File: src/rtl/mem_poison_unit.sv
module mem_poison_unit #(
  parameter int DW            = 64,
  parameter int CW            = 8,
  parameter int AW            = 29,
  parameter int RD_HOST_BYTES = 32,
  parameter int RD_IO_BYTES   = 8,
  parameter int WR_HOST_BYTES = 16,
  parameter int WR_IO_BYTES   = 8
) (
  input  logic          clk,
  input  logic          rst_n,
  input  logic          cfg_ecc_en,
  input  logic          cfg_rd_poison_en,
  input  logic          cfg_wr_poison_en,
  input  logic          in_valid,
  input  logic          in_wr,
  input  logic          in_io,
  input  logic [AW-1:0] in_beat_addr,
  input  logic          in_err,
  input  logic [DW-1:0] in_data,
  input  logic [CW-1:0] in_chk,
  output logic          out_valid,
  output logic          out_wr,
  output logic          out_io,
  output logic [DW-1:0] out_data,
  output logic [CW-1:0] out_chk,
  output logic          poison_evt
);

  localparam int BEAT_BYTES = DW / 8;
  localparam int BEAT_LG    = $clog2(BEAT_BYTES);
  localparam int SH_RD_HOST = $clog2(RD_HOST_BYTES) - BEAT_LG;
  localparam int SH_RD_IO   = $clog2(RD_IO_BYTES) - BEAT_LG;
  localparam int SH_WR_HOST = $clog2(WR_HOST_BYTES) - BEAT_LG;
  localparam int SH_WR_IO   = $clog2(WR_IO_BYTES) - BEAT_LG;
  localparam int MAX_RD     = (RD_HOST_BYTES > RD_IO_BYTES) ? RD_HOST_BYTES : RD_IO_BYTES;
  localparam int MAX_WR     = (WR_HOST_BYTES > WR_IO_BYTES) ? WR_HOST_BYTES : WR_IO_BYTES;
  localparam int MAX_BYTES  = (MAX_RD > MAX_WR) ? MAX_RD : MAX_WR;
  localparam int DEPTH      = MAX_BYTES / BEAT_BYTES;
  localparam int OS         = DEPTH - 1;

  function automatic logic same_gran(input logic wa, input logic ia, input logic [AW-1:0] a,
                                     input logic wb, input logic ib, input logic [AW-1:0] b);
    int sh;
    sh = wa ? (ia ? SH_WR_IO : SH_WR_HOST) : (ia ? SH_RD_IO : SH_RD_HOST);
    return (wa == wb) && (ia == ib) && ((a >> sh) == (b >> sh));
  endfunction

  logic [DEPTH-1:0] st_v, st_wr, st_io, st_err, st_pen;
  logic [AW-1:0]    st_addr [DEPTH];
  logic [DW-1:0]    st_data [DEPTH];
  logic [CW-1:0]    st_chk  [DEPTH];

  logic          hold_v, hold_wr, hold_io, hold_flag, hold_pois;
  logic [AW-1:0] hold_addr;

  logic [DEPTH-1:0] chain;
  logic             look_flag, cont, run_flag, out_pois;

  wire in_pen = cfg_ecc_en & (in_wr ? cfg_wr_poison_en : cfg_rd_poison_en);

  always_ff @(posedge clk or negedge rst_n) begin
    if (!rst_n) begin
      st_v <= '0; st_wr <= '0; st_io <= '0; st_err <= '0; st_pen <= '0;
    end else begin
      st_v   <= {st_v[DEPTH-2:0],   in_valid};
      st_wr  <= {st_wr[DEPTH-2:0],  in_wr};
      st_io  <= {st_io[DEPTH-2:0],  in_io};
      st_err <= {st_err[DEPTH-2:0], in_err & in_valid};
      st_pen <= {st_pen[DEPTH-2:0], in_pen};
    end
  end

  always_ff @(posedge clk) begin
    st_addr[0] <= in_beat_addr;
    st_data[0] <= in_data;
    st_chk[0]  <= in_chk;
  end

  generate
    for (genvar k = 1; k < DEPTH; k++) begin : g_line
      always_ff @(posedge clk) begin
        st_addr[k] <= st_addr[k-1];
        st_data[k] <= st_data[k-1];
        st_chk[k]  <= st_chk[k-1];
      end
    end
  endgenerate

  always_comb begin
    chain[OS] = st_v[OS];
    for (int k = OS - 1; k >= 0; k--)
      chain[k] = chain[k+1] & st_v[k] &
                 same_gran(st_wr[k], st_io[k], st_addr[k], st_wr[OS], st_io[OS], st_addr[OS]);
  end

  assign look_flag = |(chain & st_err);
  assign cont      = hold_v & st_v[OS] &
                     same_gran(hold_wr, hold_io, hold_addr, st_wr[OS], st_io[OS], st_addr[OS]);
  assign run_flag  = look_flag | (cont & hold_flag);
  assign out_pois  = st_v[OS] & st_pen[OS] & run_flag;

  always_ff @(posedge clk or negedge rst_n) begin
    if (!rst_n) begin
      hold_v <= 1'b0; hold_wr <= 1'b0; hold_io <= 1'b0;
      hold_flag <= 1'b0; hold_pois <= 1'b0; hold_addr <= '0;
    end else begin
      hold_v    <= st_v[OS];
      hold_wr   <= st_wr[OS];
      hold_io   <= st_io[OS];
      hold_addr <= st_addr[OS];
      hold_flag <= run_flag;
      hold_pois <= out_pois;
    end
  end

  assign out_valid  = st_v[OS];
  assign out_wr     = st_wr[OS];
  assign out_io     = st_io[OS];
  assign out_data   = st_data[OS];
  assign out_chk    = out_pois ? ~st_chk[OS] : st_chk[OS];
  assign poison_evt = out_pois & ~(cont & hold_pois);

endmodule

File: config.mk
export PLATFORM = sky130hd
export DESIGN_NAME = mem_poison_unit
export DESIGN_NICKNAME = d
export VERILOG_FILES = /design/src/rtl/mem_poison_unit.sv
export SDC_FILE = /design/constraint.sdc
export NUM_CORES = 1
export LEC_CHECK = 0
export BUFFER_PORTS_ARGS = -buffer_cell sky130_fd_sc_hd__buf_2
export CAP_MARGIN = 20
export CELL_PAD_IN_SITES_DETAIL_PLACEMENT = 1
export CELL_PAD_IN_SITES_GLOBAL_PLACEMENT = 2
export CORE_MARGIN = 2
export CORE_UTILIZATION = 44
export CTS_BUF_LIST = sky130_fd_sc_hd__clkbuf_4
export DETAILED_ROUTE_END_ITERATION = 8
export PLACE_DENSITY_LB_ADDON = 0.1
export SLEW_MARGIN = 15
export SYNTH_ARGS = -nofsm -noshare
export SYNTH_HDL_FRONTEND = slang
export SYNTH_SLANG_ARGS = --single-unit
File: constraint.sdc
create_clock -name clk -period 3.51 [get_ports clk]
set_input_delay 0 -clock clk [delete_from_list [all_inputs] [get_ports clk]]
set_output_delay 0 -clock clk [all_outputs]
set_load 0.01 [all_outputs]
# ---- Word-level counts from Yosys, hierarchy flattened
# Memory sizes are Yosys's and may differ from the RTL's.
# Index checks and enable logic that the tools add are counted.
dict set report word_totals {
  register_bits 54
  mem_bits_rw 404
  input_bits 110
  out_inout_bits 76
  wordCells 76
  n_memories 3
}
# name words width read_ports rd_clocked_by_memory_dff wr line
set memory_table {}
lappend memory_table {st_data 4 64 4 0 4 51} ;# logic [DW-1:0] st_data [DEPTH];
lappend memory_table {st_addr 4 29 4 0 4 50} ;# logic [AW-1:0] st_addr [DEPTH];
lappend memory_table {st_chk 4 8 4 0 4 52} ;# logic [CW-1:0] st_chk [DEPTH];
dict set report op_classes {
  eq_ne 12
  n_shift 8
  n_mux 14
  n_bitwise 19
  reduce_logical 9
}
# cell n
set op_table {}
lappend op_table {{$shr 29x2->29} 8}
lappend op_table {{$eq 29x29->1} 4}
lappend op_table {{$mux 2} 8}
lappend op_table {{$and 1x1->1} 15}
lappend op_table {{$eq 1x1->1} 8}
lappend op_table {{$logic_and 1x1->1} 8}
lappend op_table {{$mux 8} 1}
lappend op_table {{$not 8->8} 1}
lappend op_table {{$mux 1} 5}
lappend op_table {{$and 4x4->4} 1}
lappend op_table {{$reduce_or 4->1} 1}
lappend op_table {{$not 1->1} 1}
lappend op_table {{$or 1x1->1} 1}

# ---- Longest topological paths before layout
# Gate-level depths: netlist of the first run.
dict set report depth {
  depth_word 15
  ltp_mapped 11
  depth_no_buf 8
}

# ---- Least setup slack after synthesis of the first run
# Ideal clock, no wire load.
dict set report synth_timing {
  kind {register to output}
  start {reg st_wr[3]}
  end {out out_chk[0]}
  t_arrival_ns 2.387
  t_required_ns 3.510
  slack_ns 1.123
  path_stages_with_launch 10
  path_buffers 1
  cell_sequence {dfrtp_1 > xnor2_1 > o2111ai_1 > or4_1 > a2111oi_2 > a41o_1 > a21oi_1 > o31a_1 > buf_6 > xnor2_2}
}
dict set report synth_between {
  elab_chain_cells 13
  word_cells_on_any_way 24
  cone_classes {eq/ne (4); mux (1); bitwise (10); reduce/logical (9)}
}
# element line
set synth_rtl {}
lappend synth_rtl {{start, declared} 49} ;# logic [DEPTH-1:0] st_v, st_wr, st_io, st_err, st_pen;
lappend synth_rtl {{start signal, assigned} 67} ;# st_wr <= {st_wr[DEPTH-2:0], in_wr};
lappend synth_rtl {{$eq 1x1->1} 46} ;# return (wa == wb) && (ia == ib) && ((a >> sh) == (b >> sh));
lappend synth_rtl {{$logic_and 1x1->1 (2 in a row)} 46}
lappend synth_rtl {{$and 1x1->1 (5 in a row)} 93} ;# chain[k] = chain[k+1] & st_v[k] &
lappend synth_rtl {{$and 4x4->4} 97} ;# assign look_flag = |(chain & st_err);
lappend synth_rtl {{$reduce_or 4->1} 97}
lappend synth_rtl {{$or 1x1->1 (*)} 100} ;# assign run_flag = look_flag | (cont & hold_flag);
lappend synth_rtl {{$and 1x1->1 (*)} 101} ;# assign out_pois = st_v[OS] & st_pen[OS] & run_flag;
lappend synth_rtl {{$mux 8 (*)} 121} ;# assign out_chk = out_pois ? ~st_chk[OS] : st_chk[OS];
lappend synth_rtl {{end, declared} 26} ;# output logic [CW-1:0] out_chk,
# Mark *: on every way between the ends. The rest lies on a longest branch, timed or not.

==> flow_summary.toml, run 1 <==
[run_status]
run_status = "finished, final reports clean"

[power_and_ir_drop]
peakVddDrop_uv = 400
power.switching_fraction = 0.243
leakage_uw = 0.00741
power.switching_uw = 2560
share_seq_of_total_power = 0.537
comb_power_share = 0.060
power_density_over_the_cells_nw_per_um2 = 630
pwr-share-clk = 0.402
internal_power_uw = 7960

[sta]
finalHoldWorstSlack_ns = 0.0867
finalSetupViolations = 0
finalCriticalPeriod_ns = 3.35
fmaxAchievable_mhz = 299
timing.clock.skew_ns = 0.0425
setup-tns-final_ns = 0
rsz0062_at_grt = "true"
final.period_utilization = 0.953
tightestPinTransition_ns = 0.562
timing_max_transition_violations_final = 0
timing.max_slew.rel_slack = 0.622
finalHoldViolations = 0

[global_routing]
vias_in_the_first_global_route = 8892
grt_max_degree = 30
grt_antenna_before_repair = 3
grt_pass1_wl_um = 48500
global_route.usage.total = 0.226
grt_overflow_total = 0

[critical_path]
startpoint_type = "flip-flop"
ff2ff_path_depth = 10
worst-endpoint-required_ns = 3.51
cp-endpoint = "out_chk[1]"
worst-path-max-fanout = 5
rrSetupSlack_ns = 0.91
regToRegEndpoint = "hold_pois"
rr_startpoint = "st_addr[3][5]"
critPathKind = "reg2out"
crit_start = "st_addr[3][5]"
worst-endpoint-arrival_ns = 3.35
worstSetupEndpointType = "output pin"

[clock_tree]
inserted_clock_buffers = 111
root_buffer = "sky130_fd_sc_hd__clkbuf_4"
clock_latency_on_the_worst_skew_pair_ns = 0.76
clockBufferDepth = 3
cts_htree_levels = 3
tritoncts = "done"
clk_pin_slew_worst_paths_ns = 0.06
cts.sinks = 458

[placement]
port_buffers = 185
detail_placement_hpwl_um = 15900
final_weighted_congestion_of_routability_driven_global_placement = 0.802

[cells_and_area]
register_area_um2 = 9450
layout.filler_cells = 2495
multi_input_logic_area_um2 = 2210
finish.net_count = 1374
fraction_of_layout_cells_with_a_size_suffix_above_1 = 0.305
layout-area-overhead-vs-synth_pct = 43.7

[yosys]
post_synth_num_cell_types = 36
yosysSeqAreaShare = 0.813
synth_top_cells_by_area = "sky130_fd_sc_hd__dfxtp_1 (70%), sky130_fd_sc_hd__dfrtp_1 (12%), sky130_fd_sc_hd__xnor2_1 (5.5%)"
synthCells = 749
synthMostInstantiatedCell = "sky130_fd_sc_hd__dfxtp_1"
synth_top_area_frac = 0.696
post-synth-top-area-cell = "sky130_fd_sc_hd__dfxtp_1"
postSynth.asyncResetShare = 0.118
ys_ff_latch = 458
synth-edff-count = 0
synth_nets = 859
synth.cells.most_frequent = "sky130_fd_sc_hd__dfxtp_1 (404), sky130_fd_sc_hd__xnor2_1 (73), sky130_fd_sc_hd__dfrtp_1 (54)"
synth_area_per_cell_um2 = 15.5
synth.yosys.warnings = 0
synth_flop_cell = "sky130_fd_sc_hd__dfxtp_1"
netlist_area_um2 = 11600

[drt]
ant_nets = 0
number_of_vias_after_detailed_routing = 7361
finalWirelength_um = 30600
via_per_inst = 4.38
detail_route.drc_violations = 0
detailedRoute.firstIterationViolations = 257
drt_first_pass_iters = 4
routed_wire_length_per_instance_um = 18.2

[die]
initial_utilization = 0.447
die_height_um = 166
die_width_um = 166
ioPinCount = 186
die_area_um2 = 27700
placement_rows = 59
coreArea_um2 = 26000

[run]
cap_violations = 0

[worst_hold_path]
hold_path.class = "in2reg"
## final cells by class
cell class,instances,area share
clock inverters,31,0.00990
repair buffers,415,0.193
diodes,3,0.000450
multi-input cells,271,0.132
inverters,7,0.00157
clock buffers,159,0.0715
flip-flops and latches,458,0.566
well taps,335,0.0251
## worst min-delay path by stage
stage                                 to  cells after the start  slack (ns)         from
after detailed placement  st_data[0][37]                      1        0.10  in_data[37]
after floorplan             hold_addr[0]                      0       -0.30        rst_n
final                          st_err[0]                      3        0.09     in_valid
after global placement    st_data[0][21]                      1        0.10  in_data[21]
after global routing           st_err[0]                      3        0.04     in_valid
after CTS                      st_err[0]                      3       0.006     in_valid
## power groups by stage
stage	Sequential (µW)	Combinational, µW	Clock (µW)
global placement	5730	393	0
global route	5680	685	4680
floorplan	5720	203	0
detailed placement	5750	404	0
CTS	5640	600	4220
finish	5650	635	4230
## layout by cell type (no fill, tap or decap), types with 19 or more instances in the layout
cell type                         n
sky130_fd_sc_hd__buf_2          185
sky130_fd_sc_hd__clkbuf_4       159
sky130_fd_sc_hd__clkinv_1        20
sky130_fd_sc_hd__dfrtp_1         50
sky130_fd_sc_hd__dfxtp_1        399
sky130_fd_sc_hd__dlygate4sd3_1  214
sky130_fd_sc_hd__nand2_1         20
sky130_fd_sc_hd__o21ai_0         19
sky130_fd_sc_hd__xnor2_1         69
sky130_fd_sc_hd__xor2_1          47
## stage by stage
stage	util	power [µW]	std cells	cell area, µm²	setup WS [ns]
floorplan	-	5920	749	11600	1.12
CTS	0.636	10500	1669	16500	0.00172
detailed placement	0.497	6150	1260	12900	0.209
global placement	0.497	6130	1260	12900	0.332
global route	0.642	11000	1678	16700	-0.00574
finish	0.642	10500	1679	16700	0.164
## routing by layer
layer	wire [µm]	global-route usage	vias up
met4	580	0.0810	0
li1	-	-	3531
met5	0	0	-
met2	16400	0.415	200
met3	2020	0.0825	43
met1	11700	0.238	3587
## timing repair
| item | CTS | global route |
|---|---|---|
| hold buffers | 215 | 0 |
| gates resized for setup | 14 | 16 |
| setup endpoints to repair | 9 | 9 |
| pin swaps | 3 | 14 |
| cloned | 1 | 0 |
| hold endpoints to repair | 160 | 0 |
| setup buffers | 3 | 8 |
## kinds of logic after synthesis
family / Yosys count / share of synthesized area
buf+inv: 21 / 0.00894
compound gates: 37 / 0.0197
simple gates: 84 / 0.0387
mux: 20 / 0.0175
flops: 458 / 0.813
xor+xnor: 129 / 0.102
## worst max-delay path, cell delays in order (launching register included)
cell and delay (ns):
sky130_fd_sc_hd__dfxtp_2 0.41, sky130_fd_sc_hd__xnor2_2 0.14, sky130_fd_sc_hd__nand4_1 0.19, sky130_fd_sc_hd__or4_4 0.59
sky130_fd_sc_hd__a2111oi_4 0.19, sky130_fd_sc_hd__a41o_1 0.24, sky130_fd_sc_hd__a21oi_4 0.09, sky130_fd_sc_hd__o31a_4 0.42
sky130_fd_sc_hd__xnor2_2 0.18, sky130_fd_sc_hd__buf_2 0.15
## sequential cells by signal, summed over array words and instances (netlist names), 4 cells and up
register / cells
st_pen: 4
st_err: 4
st_data: 256
st_wr: 4
st_addr: 116
st_v: 4
st_chk: 32
st_io: 4
hold_addr: 29
Power figures use the tool's default switching activity.
==> run 2: changes to the inputs <==
==> constraint.sdc (replaced) <==
create_clock -name clk -period 3.51 [get_ports clk]
set_input_delay 0.5265 -clock clk [delete_from_list [all_inputs] [get_ports clk]]
set_output_delay 0.5265 -clock clk [all_outputs]
set_load 0.01 [all_outputs]
==> flow_summary.toml, run 2 (synthesized netlist as in run 1, its figures left out) <==
[run_status]
run_status = "complete, but fails checks"
violations_in_the_final_reports = "setup timing"

[power_and_ir_drop]
leakage_uw = 0.00693
power_density_over_the_cells_nw_per_um2 = 660
peakVddDrop_uv = 411

[placement]
place_area_um2 = 12900
detail_placement_hpwl_um = 16100
placed_cells_incl_taps = 1262
final_weighted_congestion_of_routability_driven_global_placement = 0.809
port_buffers = 185

[sta]
tightestPinTransition_ns = 0.642
timing.max_slew.rel_slack = 0.572
timing.final.ws_setup_ns = -0.341
finalHoldViolations = 0
finalSetupViolations = 9
fmaxAchievable_mhz = 260
timing.clock.skew_ns = 0.0456
rsz0062_at_grt = "true"
timing_max_transition_violations_final = 0
final.period_utilization = 1.10
finalCriticalPeriod_ns = 3.85

[critical_path]
critPathKind = "reg2out"
worstSetupEndpointType = "output pin"
critical_path.cell_chain = "xnor2_1 -> nand4_1 -> or4_4 -> a2111oi_4 -> a41o_1 -> a21oi_2 -> o31a_1 -> buf_12 -> xnor2_4 -> buf_6"
cp.buffers_inverters = 2
worst-path-max-fanout = 5
worst-endpoint-required_ns = 2.98
startpoint_type = "flip-flop"
worst-endpoint-arrival_ns = 3.32
slowest_delay_ns = 0.56
worst_path_max_delay_cell = "sky130_fd_sc_hd__or4_4"
path_delay_family = "compound AO/OA/AOI/OAI gates"

[cells_and_area]
layout-area-overhead-vs-synth_pct = 34.8
mostFrequentLayoutCell = "sky130_fd_sc_hd__dfxtp_1"
finish.net_count = 1260
fraction_of_layout_cells_with_a_size_suffix_above_1 = 0.340
layout_top_registers = "st_data: 256 flops, st_addr: 116 flops, st_chk: 32 flops"
final_area_um2 = 15700
largest_register_ffs = 256
postLayoutCoreUtil = 0.603
top_register = "st_data"
post_layout_nonfiller_instances = 1568
most-common-layout-cells = "sky130_fd_sc_hd__dfxtp_1 (396), sky130_fd_sc_hd__buf_2 (182), sky130_fd_sc_hd__clkbuf_4 (163), sky130_fd_sc_hd__dlygate4sd3_1 (106), sky130_fd_sc_hd__xnor2_1 (70)"

[drt]
routed_wire_length_per_instance_um = 17.1
detail_route.drc_violations = 0
detailedRoute.firstIterationViolations = 220
drt_first_pass_iters = 4
via_per_inst = 4.37
finalWirelength_um = 26700
ant_nets = 0
number_of_vias_after_detailed_routing = 6846

[die]
initial_utilization = 0.447
placement_rows = 59
ioPinCount = 186
die_area_um2 = 27700
die_height_um = 166
die_width_um = 166
coreArea_um2 = 26000

[clock_tree]
clock_latency_on_the_worst_skew_pair_ns = 0.75
clk_pin_slew_worst_paths_ns = 0.06
cts.sinks = 458
cts_htree_levels = 3
clockBufferDepth = 3
root_buffer = "sky130_fd_sc_hd__clkbuf_4"
tritoncts = "done"
inserted_clock_buffers = 107

[global_routing]
grt_overflow_total = 0
grt_max_degree = 49
global_route.usage.total = 0.198
vias_in_the_first_global_route = 8162
grt_pass1_wl_um = 42400
grt_antenna_before_repair = 2

[worst_hold_path]
hold_path.class = "in2reg"

[run]
cap_violations = 0
[run 2: cell types whose count changed in the layout (fill, tap and decap cells not counted), sizes merged]
cell and delta:
inv -1, clkinvlp +2, dlygate4sd3 -108, clkinv -5, diode -1, clkbuf +5
o31a -1, buf -2
[run 2: path summary, 6_finish.rpt]
check,startpoint,to,slack [ns],cells after the start
setup / recovery,st_addr[3][8],out_chk[5],-0.34,10
hold / removal,cfg_ecc_en,st_pen[0],0.12,2
setup reg to reg,st_addr[3][8],hold_pois,1.06,9
hold reg to reg,st_data[2][14],st_data[3][14],0.29,0
max in group asynchronous,rst_n,st_wr[2],2.38,3
min in group asynchronous,rst_n,hold_addr[12],0.17,2
[run 2: worst reg2reg max path, stage by stage (launching register included)]
cell                        delay [ns]
sky130_fd_sc_hd__dfxtp_4          0.37
sky130_fd_sc_hd__xnor2_1          0.16
sky130_fd_sc_hd__nand4_1          0.14
sky130_fd_sc_hd__or4_4            0.56
sky130_fd_sc_hd__a2111oi_4        0.21
sky130_fd_sc_hd__a41o_1           0.24
sky130_fd_sc_hd__a21oi_2          0.08
sky130_fd_sc_hd__o31a_1           0.38
sky130_fd_sc_hd__clkbuf_16        0.21
sky130_fd_sc_hd__inv_1            0.05
[run 2: routing by layer]
layer / GRT usage / up-vias / part of all wire
met5: 0 / - / 0
met3: 0.0749 / 57 / 0.072
met4: 0.0888 / 0 / 0.025
met2: 0.351 / 207 / 0.53
met1: 0.208 / 3273 / 0.38
li1: - / 3309 / -
[run 2: final cells by class]
type	count	area (µm²)
inverters	7	26.3
diodes	2	5.00
well taps	335	419
clock buffers	163	1220
flip-flops and latches	458	9460
multi-input cells	270	2230
repair buffers	306	2150
fillers	2554	10300
clock inverters	27	146
[run 2: power by group]
group,leakage (µW),switching [µW],total [µW],internal [µW]
logic,0.00206,241,530,289
registers,0.00405,157,5640,5490
clock network,0.000819,2020,4160,2130
[run 2: repair_timing]
action / in CTS / in global routing
setup buffers: 5 / 2
endpoints found under the setup margin: 9 / 9
endpoints found under the hold margin: 111 / 0
hold buffers: 106 / 0
cloned: 0 / 1
pin swaps: 8 / 16
gates resized for setup: 15 / 31
[run 2: per-stage QoR]
stage / power [µW] / setup TNS (ns) / setup WS (ns) / hold slack [ns]
after CTS: 10400 / -4.69 / -0.529 / 0.0225
after floorplan: 5920 / 0 / 0.596 / 0.231
after global placement: 6130 / 0 / 0.156 / 0.309
after detailed placement: 6160 / 0 / 0.0815 / 0.313
after global routing: 10900 / -4.80 / -0.565 / 0.0485
final: 10300 / -2.72 / -0.341 / 0.121
